`src/rtl/opfwd_pkg.sv`:
```
package opfwd_pkg;
  // Operand source select encoding
  localparam logic [1:0] SRC_RF = 2'b00;
  localparam logic [1:0] SRC_MW = 2'b01;
  localparam logic [1:0] SRC_XM = 2'b10;

  localparam int NUM_OPND = 2;
endpackage

```
`src/rtl/opfwd_dst_pick.sv`:
```
// Resolves which register a producer writes, and whether it may forward.
module opfwd_dst_pick #(
  parameter int REG_W = 5
) (
  input  logic [REG_W-1:0] rd,
  input  logic [REG_W-1:0] rt,
  input  logic             wr_rd,
  input  logic             we,
  input  logic             blocked,
  output logic [REG_W-1:0] dst,
  output logic             live
);
  always_comb begin
    dst  = wr_rd ? rd : rt;
    live = we && !blocked && (dst != '0);
  end
endmodule

```
`src/rtl/opfwd_match.sv`:
```
// Per-operand comparison against both producers with priority.
module opfwd_match
  import opfwd_pkg::*;
#(
  parameter int REG_W = 5
) (
  input  logic [REG_W-1:0] src,
  input  logic [REG_W-1:0] xm_dst,
  input  logic             xm_live,
  input  logic [REG_W-1:0] mw_dst,
  input  logic             mw_live,
  output logic [1:0]       sel
);
  logic hit_xm, hit_mw;
  always_comb begin
    hit_xm = xm_live && (xm_dst == src);
    hit_mw = mw_live && (mw_dst == src);
    if (hit_xm)      sel = SRC_XM;
    else if (hit_mw) sel = SRC_MW;
    else             sel = SRC_RF;
  end
endmodule

```
`src/rtl/opfwd_opmux.sv`:
```
// Three-way operand multiplexer.
module opfwd_opmux
  import opfwd_pkg::*;
#(
  parameter int XLEN = 32
) (
  input  logic [1:0]      sel,
  input  logic [XLEN-1:0] rf_val,
  input  logic [XLEN-1:0] xm_val,
  input  logic [XLEN-1:0] mw_val,
  output logic [XLEN-1:0] y
);
  always_comb begin
    unique case (sel)
      SRC_XM:  y = xm_val;
      SRC_MW:  y = mw_val;
      default: y = rf_val;
    endcase
  end
endmodule

```
`src/rtl/opfwd_unit.sv`:
```
module opfwd_unit
  import opfwd_pkg::*;
#(
  parameter int REG_W = 5,
  parameter int XLEN  = 32
) (
  input  logic [REG_W-1:0] idx_rs,
  input  logic [REG_W-1:0] idx_rt,
  input  logic [XLEN-1:0]  rf_rs_data,
  input  logic [XLEN-1:0]  rf_rt_data,
  input  logic [REG_W-1:0] xm_rd,
  input  logic [REG_W-1:0] xm_rt,
  input  logic             xm_wr_rd,
  input  logic             xm_we,
  input  logic             xm_load,
  input  logic [XLEN-1:0]  xm_result,
  input  logic [REG_W-1:0] mw_rd,
  input  logic [REG_W-1:0] mw_rt,
  input  logic             mw_wr_rd,
  input  logic             mw_we,
  input  logic [XLEN-1:0]  mw_result,
  output logic [1:0]       sel_a,
  output logic [1:0]       sel_b,
  output logic [XLEN-1:0]  opnd_a,
  output logic [XLEN-1:0]  opnd_b
);
  logic [REG_W-1:0] xm_dst, mw_dst;
  logic             xm_live, mw_live;

  // Load data is not yet available in the memory stage
  opfwd_dst_pick #(.REG_W(REG_W)) u_xm_dst (
    .rd(xm_rd), .rt(xm_rt), .wr_rd(xm_wr_rd), .we(xm_we),
    .blocked(xm_load), .dst(xm_dst), .live(xm_live)
  );

  opfwd_dst_pick #(.REG_W(REG_W)) u_mw_dst (
    .rd(mw_rd), .rt(mw_rt), .wr_rd(mw_wr_rd), .we(mw_we),
    .blocked(1'b0), .dst(mw_dst), .live(mw_live)
  );

  logic [REG_W-1:0] src_v [NUM_OPND];
  logic [XLEN-1:0]  rf_v  [NUM_OPND];
  logic [1:0]       sel_v [NUM_OPND];
  logic [XLEN-1:0]  opn_v [NUM_OPND];

  assign src_v[0] = idx_rs;
  assign src_v[1] = idx_rt;
  assign rf_v[0]  = rf_rs_data;
  assign rf_v[1]  = rf_rt_data;

  for (genvar i = 0; i < NUM_OPND; i++) begin : g_opnd
    opfwd_match #(.REG_W(REG_W)) u_match (
      .src(src_v[i]), .xm_dst(xm_dst), .xm_live(xm_live),
      .mw_dst(mw_dst), .mw_live(mw_live), .sel(sel_v[i])
    );
    opfwd_opmux #(.XLEN(XLEN)) u_mux (
      .sel(sel_v[i]), .rf_val(rf_v[i]), .xm_val(xm_result),
      .mw_val(mw_result), .y(opn_v[i])
    );
  end

  assign sel_a  = sel_v[0];
  assign sel_b  = sel_v[1];
  assign opnd_a = opn_v[0];
  assign opnd_b = opn_v[1];
endmodule

```
`config.mk`:
```
export PLATFORM = sky130hd
export DESIGN_NAME = opfwd_unit
export DESIGN_NICKNAME = d
export VERILOG_FILES = /design/src/rtl/opfwd_pkg.sv /design/src/rtl/opfwd_dst_pick.sv /design/src/rtl/opfwd_match.sv /design/src/rtl/opfwd_opmux.sv /design/src/rtl/opfwd_unit.sv
export SDC_FILE = /design/constraint.sdc
export NUM_CORES = 1
export LEC_CHECK = 0
export BUFFER_PORTS_ARGS = -buffer_cell sky130_fd_sc_hd__buf_2
export CORE_AREA = 5 5 86 88
export DETAILED_ROUTE_END_ITERATION = 12
export DIE_AREA = 0 0 91 93
export PLACE_DENSITY = 0.71
export SYNTH_ARGS = -nofsm -noshare
export SYNTH_HDL_FRONTEND = slang
export SYNTH_HIERARCHICAL = 1
export SYNTH_SLANG_ARGS = --single-unit
export TNS_END_PERCENT = 20
```
`constraint.sdc`:
```
create_clock -name vclk -period 5.81
set_clock_uncertainty 0.15 [all_clocks]
set_input_delay 1.743 -clock vclk [all_inputs]
set_output_delay 1.743 -clock vclk [all_outputs]
set_load 0.01 [all_outputs]
```
# After elaboration in Yosys (flattened, before gate mapping)
# Cells that the tools add are included.
[op_classes] n_eq_ne=8 n_mux=8 n_reduce_logical=10
[ops] operator="$pmux 32 s2" n=2
[ops] operator="$eq 5x5->1" n=4
[ops] operator="$mux 5" n=2
[ops] operator="$reduce_bool 5->1" n=2
[ops] operator="$logic_and 1x1->1" n=7
[ops] operator="$eq 2x1->1 const B" n=2
[ops] operator="$eq 2x2->1 const B" n=2
[ops] operator="$mux 2" n=2
[ops] operator="$mux 1" n=2
[ops] operator="$logic_not 1->1" n=1
[word_totals] regBits=0 output_inout_bits=68 elab_cells=26

# Logic depth before layout (Yosys ltp)
[logic_depth] word_depth=8 ltp_mapped=11 mapped_depth_nobuf=9

# By module
# Netlist, hierarchy kept.
[modules_own_cells] module="opfwd_opmux" n_inst=2 cells_each=113 area_each_um2=636.9 seq_area_each_um2=0.0
[modules_own_cells] module="opfwd_match" n_inst=2 cells_each=16 area_each_um2=132.6 seq_area_each_um2=0.0
[modules_own_cells] module="opfwd_dst_pick" n_inst=2 cells_each=9 area_each_um2=92.6 seq_area_each_um2=0.0
[modules_own_cells] module="opfwd_unit" n_inst=1 cells_each=1 area_each_um2=3.8 seq_area_each_um2=0.0

# Worst setup path before layout
# OpenSTA, ideal clock, no wires.
[synth_path] path_kind="input to output" start="input port xm_wr_rd" end="output port opnd_a[21]" arrival_ns=3.792 slack_ns=0.125 path_stages=9 cell_sequence="mux2_2 -> xor2_1 -> nor4_2 -> a311oi_1 -> inv_1 -> ha_1 -> buf_2 -> buf_2 -> o21ai_1"
[synth_between] elab_chain_len=7
[synth_rtl] element="from (decl)" line="opfwd_unit.sv:13" source="input logic xm_wr_rd,"
[synth_rtl] element="$mux 5 *" line="opfwd_dst_pick.sv:14" source="dst = wr_rd ? rd : rt;"
[synth_rtl] element="$reduce_bool 5->1" line="opfwd_dst_pick.sv:15" source="live = we && !blocked && (dst != '0);"
[synth_rtl] element="$logic_and 1x1->1" line="opfwd_dst_pick.sv:15"
[synth_rtl] element="$logic_and 1x1->1 *" line="opfwd_match.sv:16" source="hit_xm = xm_live && (xm_dst == src);"
[synth_rtl] element="$mux 2 *" line="opfwd_match.sv:18" source="if (hit_xm) sel = SRC_XM;"
[synth_rtl] element="named net sel_a[0]" line="opfwd_unit.sv:22" source="output logic [1:0] sel_a,"
[synth_rtl] element="$eq 2x1->1 / $eq 2x2->1 (equally long branches)" line="opfwd_opmux.sv:14" source="unique case (sel)"
[synth_rtl] element="$pmux 32 s2 *" line="opfwd_opmux.sv:14"
[synth_rtl] element="to (decl)" line="opfwd_unit.sv:24" source="output logic [XLEN-1:0] opnd_a,"
# The timed path passes the listed nets; every way through them passes the cells marked *.

# Final worst setup path
[layout_path] start="input port xm_wr_rd" end="output port opnd_b[23]"
[layout_between] elab_chain_len=7
[layout_rtl] element="$mux 5 *" line="opfwd_dst_pick.sv:14"
[layout_rtl] element="named net xm_dst[2]" line="opfwd_unit.sv:27" source="logic [REG_W-1:0] xm_dst, mw_dst;"
[layout_rtl] element="$reduce_bool 5->1" line="opfwd_dst_pick.sv:15"
[layout_rtl] element="$logic_and 1x1->1" line="opfwd_dst_pick.sv:15"
[layout_rtl] element="$logic_and 1x1->1 *" line="opfwd_match.sv:16"
[layout_rtl] element="$mux 2 *" line="opfwd_match.sv:18"
[layout_rtl] element="$eq 2x1->1 / $eq 2x2->1 (equally long branches)" line="opfwd_opmux.sv:14"
[layout_rtl] element="$pmux 32 s2 *" line="opfwd_opmux.sv:14"
[layout_rtl] element="to (decl)" line="opfwd_unit.sv:25" source="output logic [XLEN-1:0] opnd_b"
# Marked as above.

==> metrics.yaml <==
pin_count: 231
mostFrequentLayoutCells: "buf_2, nand2_1, o21ai_1, a22oi_1, a22oi_2"
hp-start: "rf_rs_data[18]"
initial_utilization_pct: 26.3
fin_util_pct: 54.6
rows: 30
layout.cells.non_filler: 586
nFlopsAndLatches: 0
ctsHoldBuffers: 0
yosys.area.top_type: "a22oi_1"
period_minus_slack_ns: 5.77
syn_avg_cell_area_um2: 6.24
slew_violations: 0
hold_depth: 4
yosysWarnings: 6
synth_fp_nets: 444
p_leak_nw: 1.72
nNetsFinal: 675
final-seq-area_um2: 0
end_kind: "output pin"
grt_setup_unrepaired: "true"
drt_wl_total_mm: 9.96
arrival_ns: 3.88
synth_seq_area_share_pct: 0
cap_violations: 0
powerDensity_nw_per_um2: 61.4
fin_crit_sh_pct: 99.4
synthTopCellsByArea: "a22oi_1, o21ai_1, nand2_1, xnor2_1, buf_2"
drc_errors: 0
hold_violations: 0
dr.pass1.iters: 4
max_freq_ghz: 0.173
syn_to_final_growth_pct: 107
grt_usage_pct: 18.8
dieArea_um2: 8460
p_total_mw: 0.220
run_status: "finished clean"
viasPerCell: 5.24
grt_overflow: 0
hold_path_end: "opnd_a[18]"
die_y_um: 93
synth.distinct_cells: 22
clkbuf_count: 0
design.core.area_um2: 6570
cp.required_ns: 3.92
placedCellCount: 572
synth_area_um2: 1730
first_iter_violations: 128
portBuffers: 231
grt_pass1_vias: 2940
crit_type: "in -> out"
antenna_found_initial: 0
hold_class: "in -> out"
layout-drive-gt1-share_pct: 63.8
finalSetupViolCount: 0
synth_top_area_share_pct: 27.8
layout_commonest_cell: "buf_2"
postRouteAntennaNets: 0
peakVddDrop_v: 0.0000404
die_w_um: 91
gp_congestion: 0.915
antenna_cells: 0
dpl.hpwl_mm: 7.40
dr_total_vias: 3068
cp-start-kind: "input port"
grt_max_degree: 35
grt_pass1_wl_mm: 13.8
worstPathMaxFanout: 13
netlist_instances: 277
wl_per_cell_um: 17.0
[metrics by stage]
| step | instance area (µm²) | setup slack, ns | hold slack [ns] | TNS [ns] |
|---|---|---|---|---|
| 2_1_floorplan | 1730 | 0.125 | 3.46 | 0 |
| 3_3_place_gp | 3010 | -0.0551 | 3.63 | -0.156 |
| 3_5_place_dp | 3010 | -0.115 | 3.63 | -3.45 |
| 4_1_cts | 3100 | 0.000982 | 3.63 | 0 |
| 5_1_grt | 3580 | -0.0447 | 3.65 | -0.797 |
| 6_report | 3580 | 0.0370 | 3.62 | 0 |
[metal layers]
metal	global-route usage [%]	share of wire, %	up-vias
met5	0	0	-
met4	4.40	2.7	0
met3	3.62	9.4	20
met2	34.3	50	180
met1	22.5	37	1390
li1	-	-	1478
[kinds of logic (layout without fill, tap and decap cells)]
logic type	Yosys count	in the layout	share of synthesized area [%]
AO/OA/AOI/OAI	132	132	48.4
AND/OR/NAND/NOR	78	78	19.6
buffers and inverters	32	261	11.4
XOR/XNOR	20	20	10.1
multiplexers	10	10	7.39
adder cells (fa/ha/maj)	4	4	2.90
other	1	1	0.217
[where the power goes]
part	internal, mW	switching (mW)
registers	0	0
clock network	0	0
logic	0.113	0.107
total	0.113	0.107
[worst max-delay path by stage]
stage	startpoint	endpoint	slack [ns]	cells after the start
after global routing	xm_wr_rd	opnd_b[5]	-0.04	11
after CTS	xm_wr_rd	opnd_a[29]	0.001	11
after detailed placement	mw_wr_rd	opnd_a[31]	-0.11	11
after floorplan	xm_wr_rd	opnd_a[21]	0.13	9
final	xm_wr_rd	opnd_b[23]	0.04	11
after global placement	xm_wr_rd	opnd_b[0]	-0.06	11
[repair_timing]
item / in CTS / in global routing
buffers inserted: 4 / 4
resized for setup: 14 / 62
endpoints found under the setup margin: 64 / 64
gates cloned: 0 / 6
pin swaps: 5 / 14
[cell type report]
type | instances | area (µm²)
Multi-Input combinational cell | 245 | 1860
Inverter | 4 | 15.0
Fill cell | 634 | 2990
Timing Repair Buffer | 257 | 1610
Tap cell | 80 | 100
[cells in the mapped netlist, drive strengths merged]
cell type	count
a311oi	2
inv	4
buf	28
o21ai	64
and3	2
xnor2	12
ha	4
nor2	2
a21oi	2
nand2	66
nand4	2
nor3	2
xor2	8
nor4	2
mux2	10
conb	1
nand2b	2
a22oi	64
[critical path, cell delays in order]
cell,delay [ns]
buf_8,0.11
mux2_4,0.36
xor2_1,0.20
nor4_2,0.37
and3_4,0.28
inv_1,0.07
ha_4,0.18
buf_8,0.15
a22oi_1,0.18
o21ai_1,0.08
buf_2,0.14
Note: power is estimated with default switching activity, not from simulation.
